## src/rtl/dmairq_pkg.sv

```systemverilog
// Package: register offsets and event-class numbering shared by the
// interrupt status unit and its submodules.
// Assumes byte addressing with 32-bit register spacing.
package dmairq_pkg;

    localparam int NCLS = 4;

    typedef enum logic [1:0] {
        CLS_DONE = 2'd0,
        CLS_SERR = 2'd1,
        CLS_DERR = 2'd2,
        CLS_CERR = 2'd3
    } evt_class_e;

    localparam logic [11:0] OFS_MASK_BASE = 12'h800;
    localparam logic [11:0] OFS_RAW_BASE  = 12'h810;
    localparam logic [11:0] OFS_BUSY      = 12'h820;
    localparam logic [11:0] OFS_PRIO      = 12'h824;
    localparam logic [11:0] OFS_ARB       = 12'h828;
    localparam logic [11:0] OFS_STRIDE    = 12'h004;

endpackage

```

## src/rtl/dmairq_class_bank.sv

```systemverilog
// Module: one event class. Holds the raw per-channel bits, with
// set-by-event and write-1-to-clear, and forms the enable-gated view.
// Assumes clr is already decoded for this class's raw offset.
module dmairq_class_bank #(
    parameter int NCH = 8
) (
    input  logic           clk,
    input  logic           rst_n,
    input  logic [NCH-1:0] evt,
    input  logic [NCH-1:0] clr,
    input  logic [NCH-1:0] en,
    output logic [NCH-1:0] raw,
    output logic [NCH-1:0] masked
);

    logic [NCH-1:0] raw_nxt;

    // Next raw value: clear first, then the event wins over the clear.
    always_comb begin
        raw_nxt = (raw & ~clr) | evt;
    end

    // Raw state register with synchronous reset.
    always_ff @(posedge clk) begin
        if (!rst_n) raw <= '0;
        else        raw <= raw_nxt;
    end

    // Masked view gated by the per-channel enable.
    always_comb begin
        masked = raw & en;
    end

    // every sampled event shows in raw after the edge.
    a_r4_event_wins: assert property (@(posedge clk) disable iff (!rst_n)
        1'b1 |=> ((raw & $past(evt)) == $past(evt)));

    // a clear with no coincident event leaves the bit at zero.
    a_r3_clear_takes: assert property (@(posedge clk) disable iff (!rst_n)
        1'b1 |=> ((raw & $past(clr & ~evt)) == '0));

    // no bit rises without an event.
    a_r11_no_spurious: assert property (@(posedge clk) disable iff (!rst_n)
        1'b1 |=> ((raw & ~$past(raw | evt)) == '0));

endmodule

```

## src/rtl/dmairq_cfg_regs.sv

```systemverilog
// Module: group-priority and arbitration registers.
// Assumes the write strobes are already decoded; the arbitration value
// zero means every channel gets the same priority.
module dmairq_cfg_regs #(
    parameter int DATA_W = 32,
    parameter int PRIO_W = 8,
    parameter int ARB_W  = 4
) (
    input  logic              clk,
    input  logic              rst_n,
    input  logic              wr_prio,
    input  logic              wr_arb,
    input  logic [DATA_W-1:0] wdata,
    output logic [PRIO_W-1:0] prio,
    output logic [ARB_W-1:0]  arb,
    output logic              arb_equal
);

    // Group priority register.
    always_ff @(posedge clk) begin
        if (!rst_n)       prio <= '0;
        else if (wr_prio) prio <= wdata[PRIO_W-1:0];
    end

    // Arbitration register.
    always_ff @(posedge clk) begin
        if (!rst_n)      arb <= '0;
        else if (wr_arb) arb <= wdata[ARB_W-1:0];
    end

    // Equal-priority flag for the channel arbiter.
    always_comb begin
        arb_equal = (arb == '0);
    end

    // the arbitration value changes only on its own write.
    a_r9_arb_keeps: assert property (@(posedge clk) disable iff (!rst_n)
        !wr_arb |=> $stable(arb));

    // the priority value changes only on its own write.
    a_r9_prio_keeps: assert property (@(posedge clk) disable iff (!rst_n)
        !wr_prio |=> $stable(prio));

endmodule

```

## src/rtl/dmairq_read_mux.sv

```systemverilog
// Module: registered read path. Decodes the offset, picks a raw, masked,
// busy or configuration value and zero-extends it.
// Assumes unmapped offsets read zero.
module dmairq_read_mux #(
    parameter int NCH    = 8,
    parameter int NCLS   = 4,
    parameter int ADDR_W = 12,
    parameter int DATA_W = 32,
    parameter int PRIO_W = 8,
    parameter int ARB_W  = 4
) (
    input  logic                      clk,
    input  logic                      rst_n,
    input  logic                      rd,
    input  logic [ADDR_W-1:0]         addr,
    input  logic [NCLS-1:0][NCH-1:0]  raw_all,
    input  logic [NCLS-1:0][NCH-1:0]  masked_all,
    input  logic [NCH-1:0]            busy,
    input  logic [PRIO_W-1:0]         prio,
    input  logic [ARB_W-1:0]          arb,
    output logic [DATA_W-1:0]         rdata
);
    import dmairq_pkg::*;

    logic [DATA_W-1:0] sel_data;

    // Offset decode and zero-extension of the selected register.
    always_comb begin
        sel_data = '0;
        for (int c = 0; c < NCLS; c++) begin
            if (addr == ADDR_W'(OFS_MASK_BASE + OFS_STRIDE * 12'(c)))
                sel_data = DATA_W'(masked_all[c]);
            if (addr == ADDR_W'(OFS_RAW_BASE + OFS_STRIDE * 12'(c)))
                sel_data = DATA_W'(raw_all[c]);
        end
        if (addr == ADDR_W'(OFS_BUSY)) sel_data = DATA_W'(busy);
        if (addr == ADDR_W'(OFS_PRIO)) sel_data = DATA_W'(prio);
        if (addr == ADDR_W'(OFS_ARB))  sel_data = DATA_W'(arb);
    end

    // Read data register, loaded only on a read strobe.
    always_ff @(posedge clk) begin
        if (!rst_n)  rdata <= '0;
        else if (rd) rdata <= sel_data;
    end

    // read data holds between reads.
    a_r10_rdata_holds: assert property (@(posedge clk) disable iff (!rst_n)
        !rd |=> $stable(rdata));

endmodule

```

## src/rtl/dmairq_status_unit.sv

```systemverilog
// Module: top of the DMA interrupt status unit. Decodes register writes
// into per-class clear vectors, builds one bank per event class, the
// configuration registers and the read path, and ORs the masked bits
// into the interrupt line.
// Assumes NCH <= DATA_W, PRIO_W <= DATA_W and ARB_W <= DATA_W.
module dmairq_status_unit #(
    parameter int NCH    = 8,
    parameter int ADDR_W = 12,
    parameter int DATA_W = 32,
    parameter int PRIO_W = 8,
    parameter int ARB_W  = 4
) (
    input  logic              clk,
    input  logic              rst_n,
    input  logic [NCH-1:0]    evt_done,
    input  logic [NCH-1:0]    evt_src_err,
    input  logic [NCH-1:0]    evt_dst_err,
    input  logic [NCH-1:0]    evt_cfg_err,
    input  logic [NCH-1:0]    ch_ien_a,
    input  logic [NCH-1:0]    ch_ien_b,
    input  logic [NCH-1:0]    ch_busy,
    input  logic [ADDR_W-1:0] reg_addr,
    input  logic              reg_wr,
    input  logic              reg_rd,
    input  logic [DATA_W-1:0] reg_wdata,
    output logic [DATA_W-1:0] reg_rdata,
    output logic              irq,
    output logic [PRIO_W-1:0] grp_prio,
    output logic [ARB_W-1:0]  arb_cfg,
    output logic              arb_equal
);
    import dmairq_pkg::*;

    logic [NCLS-1:0][NCH-1:0] evt_all;
    logic [NCLS-1:0][NCH-1:0] clr_all;
    logic [NCLS-1:0][NCH-1:0] raw_all;
    logic [NCLS-1:0][NCH-1:0] masked_all;
    logic [NCH-1:0]           ch_en;
    logic                     wr_prio;
    logic                     wr_arb;

    // Gather the class inputs in register order.
    always_comb begin
        evt_all[CLS_DONE] = evt_done;
        evt_all[CLS_SERR] = evt_src_err;
        evt_all[CLS_DERR] = evt_dst_err;
        evt_all[CLS_CERR] = evt_cfg_err;
    end

    // Both enable bits of a channel are needed.
    always_comb begin
        ch_en = ch_ien_a & ch_ien_b;
    end

    // Configuration write decode.
    always_comb begin
        wr_prio = reg_wr && (reg_addr == ADDR_W'(OFS_PRIO));
        wr_arb  = reg_wr && (reg_addr == ADDR_W'(OFS_ARB));
    end

    for (genvar c = 0; c < NCLS; c++) begin : g_cls
        localparam logic [11:0] RAW_OFS = OFS_RAW_BASE + OFS_STRIDE * 12'(c);

        // Write-1-to-clear vector for this class.
        always_comb begin
            clr_all[c] = (reg_wr && (reg_addr == ADDR_W'(RAW_OFS)))
                         ? reg_wdata[NCH-1:0] : '0;
        end

        dmairq_class_bank #(.NCH(NCH)) u_bank (
            .clk    (clk),
            .rst_n  (rst_n),
            .evt    (evt_all[c]),
            .clr    (clr_all[c]),
            .en     (ch_en),
            .raw    (raw_all[c]),
            .masked (masked_all[c])
        );

        // a write to this class's masked offset never alters raw state.
        a_r7_mask_write_inert: assert property (@(posedge clk) disable iff (!rst_n)
            (reg_wr && (reg_addr == ADDR_W'(OFS_MASK_BASE + OFS_STRIDE * 12'(c)))
             && (evt_all[c] == '0)) |=> $stable(raw_all[c]));
    end

    dmairq_cfg_regs #(
        .DATA_W (DATA_W),
        .PRIO_W (PRIO_W),
        .ARB_W  (ARB_W)
    ) u_cfg (
        .clk       (clk),
        .rst_n     (rst_n),
        .wr_prio   (wr_prio),
        .wr_arb    (wr_arb),
        .wdata     (reg_wdata),
        .prio      (grp_prio),
        .arb       (arb_cfg),
        .arb_equal (arb_equal)
    );

    dmairq_read_mux #(
        .NCH    (NCH),
        .NCLS   (NCLS),
        .ADDR_W (ADDR_W),
        .DATA_W (DATA_W),
        .PRIO_W (PRIO_W),
        .ARB_W  (ARB_W)
    ) u_rd (
        .clk        (clk),
        .rst_n      (rst_n),
        .rd         (reg_rd),
        .addr       (reg_addr),
        .raw_all    (raw_all),
        .masked_all (masked_all),
        .busy       (ch_busy),
        .prio       (grp_prio),
        .arb        (arb_cfg),
        .rdata      (reg_rdata)
    );

    // Combined interrupt over every masked bit.
    always_comb begin
        irq = |masked_all;
    end

    // with no channel enabled the line stays low.
    a_r6_irq_quiet: assert property (@(posedge clk) disable iff (!rst_n)
        (ch_en == '0) |-> !irq);

    // an enabled pending completion always raises the line.
    a_r6_irq_live: assert property (@(posedge clk) disable iff (!rst_n)
        ((raw_all[CLS_DONE] & ch_ien_a & ch_ien_b) != '0) |-> irq);

endmodule

```

## config.mk

```make
export PLATFORM = sky130hd
export DESIGN_NAME = dmairq_status_unit
export DESIGN_NICKNAME = d
export VERILOG_FILES = /design/src/rtl/dmairq_pkg.sv /design/src/rtl/dmairq_class_bank.sv /design/src/rtl/dmairq_cfg_regs.sv /design/src/rtl/dmairq_read_mux.sv /design/src/rtl/dmairq_status_unit.sv
export SDC_FILE = /design/constraint.sdc
export NUM_CORES = 1
export LEC_CHECK = 0
export BUFFER_PORTS_ARGS = -buffer_cell sky130_fd_sc_hd__buf_2
export CAP_MARGIN = 0
export CORE_MARGIN = 4
export CORE_UTILIZATION = 45
export DETAILED_ROUTE_END_ITERATION = 10
export GPL_TIMING_DRIVEN = 1
export PLACE_DENSITY_LB_ADDON = 0.12
export SETUP_SLACK_MARGIN = 0.15
export SLEW_MARGIN = 20
export SYNTH_ARGS = -nofsm -noshare
export SYNTH_HDL_FRONTEND = slang
export SYNTH_SLANG_ARGS = --single-unit
export TNS_END_PERCENT = 30
```

## constraint.sdc

```tcl
create_clock -name clk -period 2.6 [get_ports clk]
set_clock_uncertainty 0.1 [all_clocks]
set_input_delay 0.52 -clock clk [delete_from_list [all_inputs] [get_ports clk]]
set_output_delay 0.52 -clock clk [all_outputs]
set_load 0.02 [all_outputs]
```

==> qor.yml, run 1 <==
clock_tree:
  root_buffer: "clkbuf_8"
  path_clk_slew_ps: 90
  cts_resized: 0
  clk_latency_ps: 310
  clkSinkCount: 52
  tritoncts: "built"
  hold_buffers: 0
  cts_max_level: 2
  clockBufferDepth: 2
  postCtsSetupBuffers: 0
  cts_made_buffers: 5
logic_synthesis:
  syn_inst: 354
  synth_area_leaders: "dfxtp_1 36%, a21oi_1 8.6%, o21ai_0 6.6%"
  async_flop_share: 0
  yosys_warnings: 0
  synth_top_area_share: 0.364
  synth_edf_count: 0
  syn-cell-area_um2: 2860
  yosysUniqueCellTypes: 45
  ys.flop_type: "dfxtp_1"
  synth_seq_cells: 52
  ys_seq_area_frac: 0.364
  yosysTopAreaCell: "dfxtp_1"
  syn_area_per_cell_um2: 8.09
grt:
  antenna_found_initial: 0
  grt_pass1_vias: 2710
  grt_overflow: 0
  grt_max_degree: 32
  globalRouteTotalUtil: 0.222
  grt_pass1_wl_mm: 13.2
layout:
  syn_to_final_growth_pct: 21.9
  final_nets: 556
  drive_above_1_share: 0.310
  num_antenna_cells: 0
  final_area_um2: 3490
critical_path:
  critical_path_class: "flip-flop to output port"
  worstRegToRegCells: 4
  crit_arrival_ps: 1780
  crit_fanout: 3
  endpoint_kind: "output port"
  required_ps: 1980
  start_kind: "flip-flop"
  path_cells: "nor4_4, o22ai_2, or4_4, buf_4"
  slowest_stage: "or4_4"
  critPathMaxStageDelay_ps: 530
pwr:
  ir_worst_vdd_mv: 0.307
  p_leak_nw: 1.56
  power_mw: 1.59
  power-per-cell-area_nw_per_um2: 456
min_path:
  hp-class: "primary input to flip-flop"
  min_path_cells: 3
sta:
  fmax_mhz: 416
  tightest_slew_ps: 887
  tns_ps: 0
  relSlewSlack: 0.408
  setup_viol: 0
  rsz0062_at_grt: "no"
  timing.final.crit_period_ps: 2400
  fin_crit_sh: 0.924
  slew_violations: 0
  hold_violations: 0
status:
  status: "finished, final reports clean"
die:
  core_um2: 6060
  die_y_um: 87.8
  start_util: 0.472
  fp-row-count: 28
  ios: 150
  chipWidth_um: 87.8
  fp.dieArea_um2: 7700
routing:
  drt_iter0_drc: 160
  route.detailed.drc: 0
  routed_wl_mm: 8.63
  first_pass_iters: 6
  vias_per_cell: 5.56
  wire_per_inst_um: 16.4
  postRouteAntennaNets: 0
  vias: 2930
placed_design:
  place_congestion: 0.878
  hpwl_mm: 6.51
  portBuffers: 101
  place_area_um2: 3360
job:
  maxCapViolations: 0
-- cell usage after synthesis (2+ instances only) --
| cell type | n |
|---|---|
| o31ai_1 | 2 |
| nor4_1 | 5 |
| mux2i_1 | 4 |
| a31oi_1 | 5 |
| o21a_1 | 2 |
| mux4_2 | 6 |
| nor2b_1 | 7 |
| a2bb2oi_1 | 4 |
| o311ai_0 | 4 |
| o21ai_0 | 38 |
| inv_1 | 12 |
| buf_4 | 24 |
| a21o_1 | 2 |
| nor3_4 | 2 |
| a21oi_1 | 49 |
| o2bb2ai_1 | 2 |
| buf_2 | 6 |
| nand3_1 | 9 |
| nand2b_1 | 6 |
| nor2_1 | 31 |
| clkbuf_1 | 9 |
| nor2_4 | 2 |
| dfxtp_1 | 52 |
| o22ai_1 | 10 |
| nand4_1 | 2 |
| mux2_2 | 2 |
| nand2_1 | 37 |
| a32oi_1 | 2 |
| nor3_1 | 2 |
-- power breakdown --
| group | internal (mW) | switching [mW] | leakage (nW) |
|---|---|---|---|
| clock network | 0.184 | 0.266 | 0.0410 |
| logic | 0.116 | 0.162 | 1.09 |
| registers | 0.832 | 0.0305 | 0.430 |
-- stage by stage --
step	instances	hold slack, ps	worst slack (ps)	util
detailed placement	520	364	139	0.554
global placement	520	358	149	0.554
CTS	527	328	169	0.567
floorplan	377	361	458	-
global route	527	334	159	0.576
finish	527	333	197	0.576
-- flip-flops by register name, indices dropped and copies added, names as in the netlist --
signal	count
u_rd.rdata	8
g_cls.u_bank.raw	32
u_cfg.arb	4
u_cfg.prio	8
-- layout by cell type, fill, tap and decap left out, types with 7 or more instances in the layout --
cell type and n:
buf_2 100, a21oi_1 49, dfxtp_1 49, o21ai_0 38, nand2_1 37, nor2_1 31
conb_1 24, inv_1 12, nand3_1 9, o22ai_1 9, nor2b_1 7, buf_4 7
-- worst paths after layout --
check	startpoint	end	slack [ps]
worst max register to register	g_cls[2].u_bank.raw[5]	u_rd.rdata[5]	1100
worst min-delay path	evt_cfg_err[0]	g_cls[3].u_bank.raw[0]	330
worst min register to register	u_cfg.prio[4]	u_cfg.prio[4]	380
worst max-delay path	g_cls[2].u_bank.raw[5]	irq	200
-- cells by family (layout without fill, tap and decap cells) --
| family | Yosys count | after routing | share of synthesized area |
|---|---|---|---|
| multiplexers | 12 | 12 | 0.0691 |
| AND/OR/NAND/NOR | 115 | 115 | 0.217 |
| flip-flops | 52 | 52 | 0.364 |
| other | 1 | 24 | 0.00131 |
| AO/OA/AOI/OAI | 122 | 122 | 0.244 |
| buffers and inverters | 52 | 127 | 0.105 |
-- worst max-delay path: cells and delay by family (launching register included) --
family                 cells  cell delay, ps
buffers and inverters      1             170
and+or+nand+nor            2             820
DFF                        1             360
AOI/OAI and AO/OA          1             120
-- area by class of cell --
type / instances / area (µm²)
tap: 75 / 93.8
sequential: 52 / 1040
inverter: 12 / 45.0
clock buffer: 6 / 72.6
clock inverter: 1 / 5.00
fill: 609 / 2570
timing repair buffer: 108 / 573
multi-input combinational: 273 / 1650
-- per-layer routing --
| layer | GRT usage | share of wire |
|---|---|---|
| met5 | 0 | 0 |
| met4 | 0.0488 | 0.012 |
| met3 | 0.0405 | 0.092 |
| met2 | 0.392 | 0.50 |
| met1 | 0.280 | 0.40 |
No activity file was read; power rests on OpenSTA's default activity.
==> run 2: changes to the inputs <==
--- a/config.mk
+++ b/config.mk
@@ -5,10 +5,11 @@
 export SDC_FILE = /design/constraint.sdc
 export NUM_CORES = 1
 export LEC_CHECK = 0
+export ABC_AREA = 1
 export BUFFER_PORTS_ARGS = -buffer_cell sky130_fd_sc_hd__buf_2
 export CAP_MARGIN = 0
 export CORE_MARGIN = 4
-export CORE_UTILIZATION = 45
+export CORE_UTILIZATION = 47
 export DETAILED_ROUTE_END_ITERATION = 10
 export GPL_TIMING_DRIVEN = 1
 export PLACE_DENSITY_LB_ADDON = 0.12
==> run 2 against run 1 <==
Maximum frequency is 2.7% higher. Die area grew 4.7%. Flip-flop and latch count is the same. Cell area up 8.5%. Combinational power decreased by 3%. Worst hold slack better by 5.1 ps. Register-to-register slack better by 150 ps. Clock-buffer cell count increased by 1. Sequential share of layout area is 2.4 points lower. Routed wire length up 4.3%. Worst setup slack improved by 63 ps. Clock power is 35% higher. Critical path type is now primary input to output port. Largest cell class unchanged.
==> qor.yml, run 2 <==
routing:
  route.detailed.drc: 0  # unchanged
  routed_wl_mm: 9.01  # +4.3%
  wire_per_inst_um: 13.6  # -17%
  postRouteAntennaNets: 0  # unchanged
  vias_per_cell: 5.07  # -8.8%
  vias: 3360  # +15%
  drt_iter0_drc: 184  # +15%
  first_pass_iters: 4  # -2
status:
  status: "finished, final reports clean"
sta:
  setup_viol: 0  # unchanged
  timing.final.ws_setup_ps: 260  # +62.8 ps
  fmax_mhz: 427  # +2.7%
  fin_crit_sh: 0.900  # -0.0241
  hold_violations: 0  # unchanged
  slew_violations: 0  # unchanged
  timing.final.crit_period_ps: 2340  # -62.8 ps
  rsz0062_at_grt: "no"
  hold_ws_ps: 338  # +5.12 ps
  tns_ps: 0  # unchanged
die:
  fp.dieArea_um2: 8070  # +4.7%
  fp-row-count: 29  # +3.6%
  die_y_um: 89.8  # +2.3%
  start_util: 0.490  # +0.0174
  chipWidth_um: 89.8  # +2.3%
  core_um2: 6420  # +6.0%
  ios: 150  # unchanged
logic_synthesis:
  ys_seq_area_frac: 0.331  # -0.0327
  syn-cell-area_um2: 3150  # +9.9%
  syn_area_per_cell_um2: 6.51  # -19%
  yosysTopAreaCell: "dfxtp_1"
  synth_area_leaders: "dfxtp_1 33%, inv_1 12%, o21ai_0 11%"
  yosysMostFrequentCell: "inv_1"
  syn_inst: 483  # +36%
  synth_seq_cells: 52  # unchanged
  yosysUniqueCellTypes: 35  # -22%
  async_flop_share: 0  # unchanged
  ys.flop_type: "dfxtp_1"
  synth_top_area_share: 0.331  # -0.0327
  yosys_warnings: 0  # unchanged
  synth_common_cells: "101 x inv_1, 69 x o21ai_0, 67 x nand2_1"
  synth_edf_count: 0  # unchanged
clock_tree:
  clkSinkCount: 52  # unchanged
  root_buffer: "clkbuf_8"
  cts_max_level: 2  # unchanged
  cts_made_buffers: 5  # unchanged
  postCtsSetupBuffers: 0  # unchanged
  tritoncts: "built"
  clockBufferDepth: 2  # unchanged
  path_clk_slew_ps: 90  # about the same
  clk_latency_ps: 300  # about the same
  hold_buffers: 0  # unchanged
layout:
  mostFrequentLayoutCells: "101 x inv_1, 101 x buf_2, 69 x o21ai_0"
  final_nets: 689  # +24%
  num_antenna_cells: 0  # unchanged
  largest_register_ffs: 32  # unchanged
  finish.utilization: 0.589  # +0.0136
  syn_to_final_growth_pct: 20.3
  biggestRegsByFlops: "g_cls.u_bank.raw x32, u_cfg.prio x8, u_rd.rdata x8"
  drive_above_1_share: 0.234  # -0.0759
  regMostFlops: "g_cls.u_bank.raw"
placed_design:
  place_ws_ps: 218  # +79.0 ps
  portBuffers: 101  # unchanged
  place_congestion: 0.953  # +8.4%
  hpwl_mm: 7.08  # +8.9%
pwr:
  ir_worst_vdd_mv: 0.297  # -3.1%
  power-per-cell-area_nw_per_um2: 459  # +0.58%
  p_leak_nw: 1.99  # +27%
critical_path:
  critPathMaxStageDelay_ps: 310  # -220 ps
  worstRegToRegCells: 10  # +6
  crit_path_start: "ch_ien_a[6]"
  cp-endpoint: "irq"
  r2r_setup_slack_ps: 1250  # +150 ps
  crit_fanout: 6  # +3
  slowest_stage: "a221oi_2"
  rr_startpoint: "g_cls[2].u_bank.raw[7]"
  required_ps: 1980  # about the same
  crit_arrival_ps: 1720  # -60 ps
  regToRegEndpoint: "u_rd.rdata[7]"
  critical_path_class: "primary input to output port"
  endpoint_kind: "output port"
  path_cells: "buf_2, nand2_1, inv_1, a221oi_2, nand4_1, nor2_1, nand4_1, buf_2"
  start_kind: "primary input"
grt:
  grt_pass1_vias: 3084  # +14%
  antenna_found_initial: 0  # unchanged
  grt_pass1_wl_mm: 14.5  # +9.5%
  globalRouteTotalUtil: 0.215  # -0.00705
  grt_max_degree: 22  # -31%
  grt_overflow: 0  # unchanged
min_path:
  hp-class: "primary input to flip-flop"
  min_path_cells: 3  # unchanged
  min_from: "evt_src_err[1]"
job:
  maxCapViolations: 0  # unchanged
## run 2: cell count changes in the layout (fill, tap and decap cells not counted), sizes merged, moves of 7 or more
cell / change
o21ai: +33
nand2: +34
a21oi: +10
nand3: +13
nor2b: -7
inv: +91
## run 2: cells by family after synthesis
| family | synth area share |
|---|---|
| compound gates | 0.257 |
| simple gates | 0.214 |
| buf+inv | 0.196 |
| flops | 0.331 |
| other cells | 0.00119 |
## run 2: critical path, delay by kind of cell
family	cells	cell delay [ps]
simple gates	4	490
buf+inv	3	400
compound gates	1	310
## run 2: per-layer routing
layer  wire (µm)  part of all wire  global-route usage  vias to the layer above
met1        3950              0.44               0.279                     1489
met2        4310              0.48               0.370                      140
met5           0                 0                   0                        -
met3         667             0.074              0.0376                        8
li1            -                 -                   -                     1723
met4          74            0.0082              0.0524                        0
## run 2: cell type report
type	count	area [µm²]
clock buffer	7	96.3
clock inverter	1	30.0
fill	654	2640
inverter	105	399
multi-input combinational	316	1590
sequential	52	1040
tap	77	96.3
timing repair buffer	105	536
## run 2: worst min path at each step
stage / end
2_1_floorplan: g_cls[0].u_bank.raw[1]
3_3_place_gp: u_cfg.prio[5]
3_5_place_dp: u_cfg.prio[2]
4_1_cts: g_cls[3].u_bank.raw[0]
5_1_grt: g_cls[0].u_bank.raw[2]
6_report: g_cls[1].u_bank.raw[1]
## run 2: power by group
part / leakage, nW / switching [mW] / internal (mW)
Combinational: 1.50 / 0.170 / 0.0993
Clock: 0.0645 / 0.268 / 0.340
Sequential: 0.429 / 0.0269 / 0.832
## run 2: what timing repair did
item | in CTS | in global routing
endpoints found under the setup margin | 0 | 1
gates resized for setup | 0 | 2
endpoints found under the hold margin | 0 | 0
## run 2: stage by stage
step	cells	power, mW	area, µm²
after floorplan	506	1.06	3230
after global placement	655	1.13	3640
after global routing	663	1.82	3780
after detailed placement	655	1.14	3640
final	663	1.74	3780
after CTS	663	1.74	3770
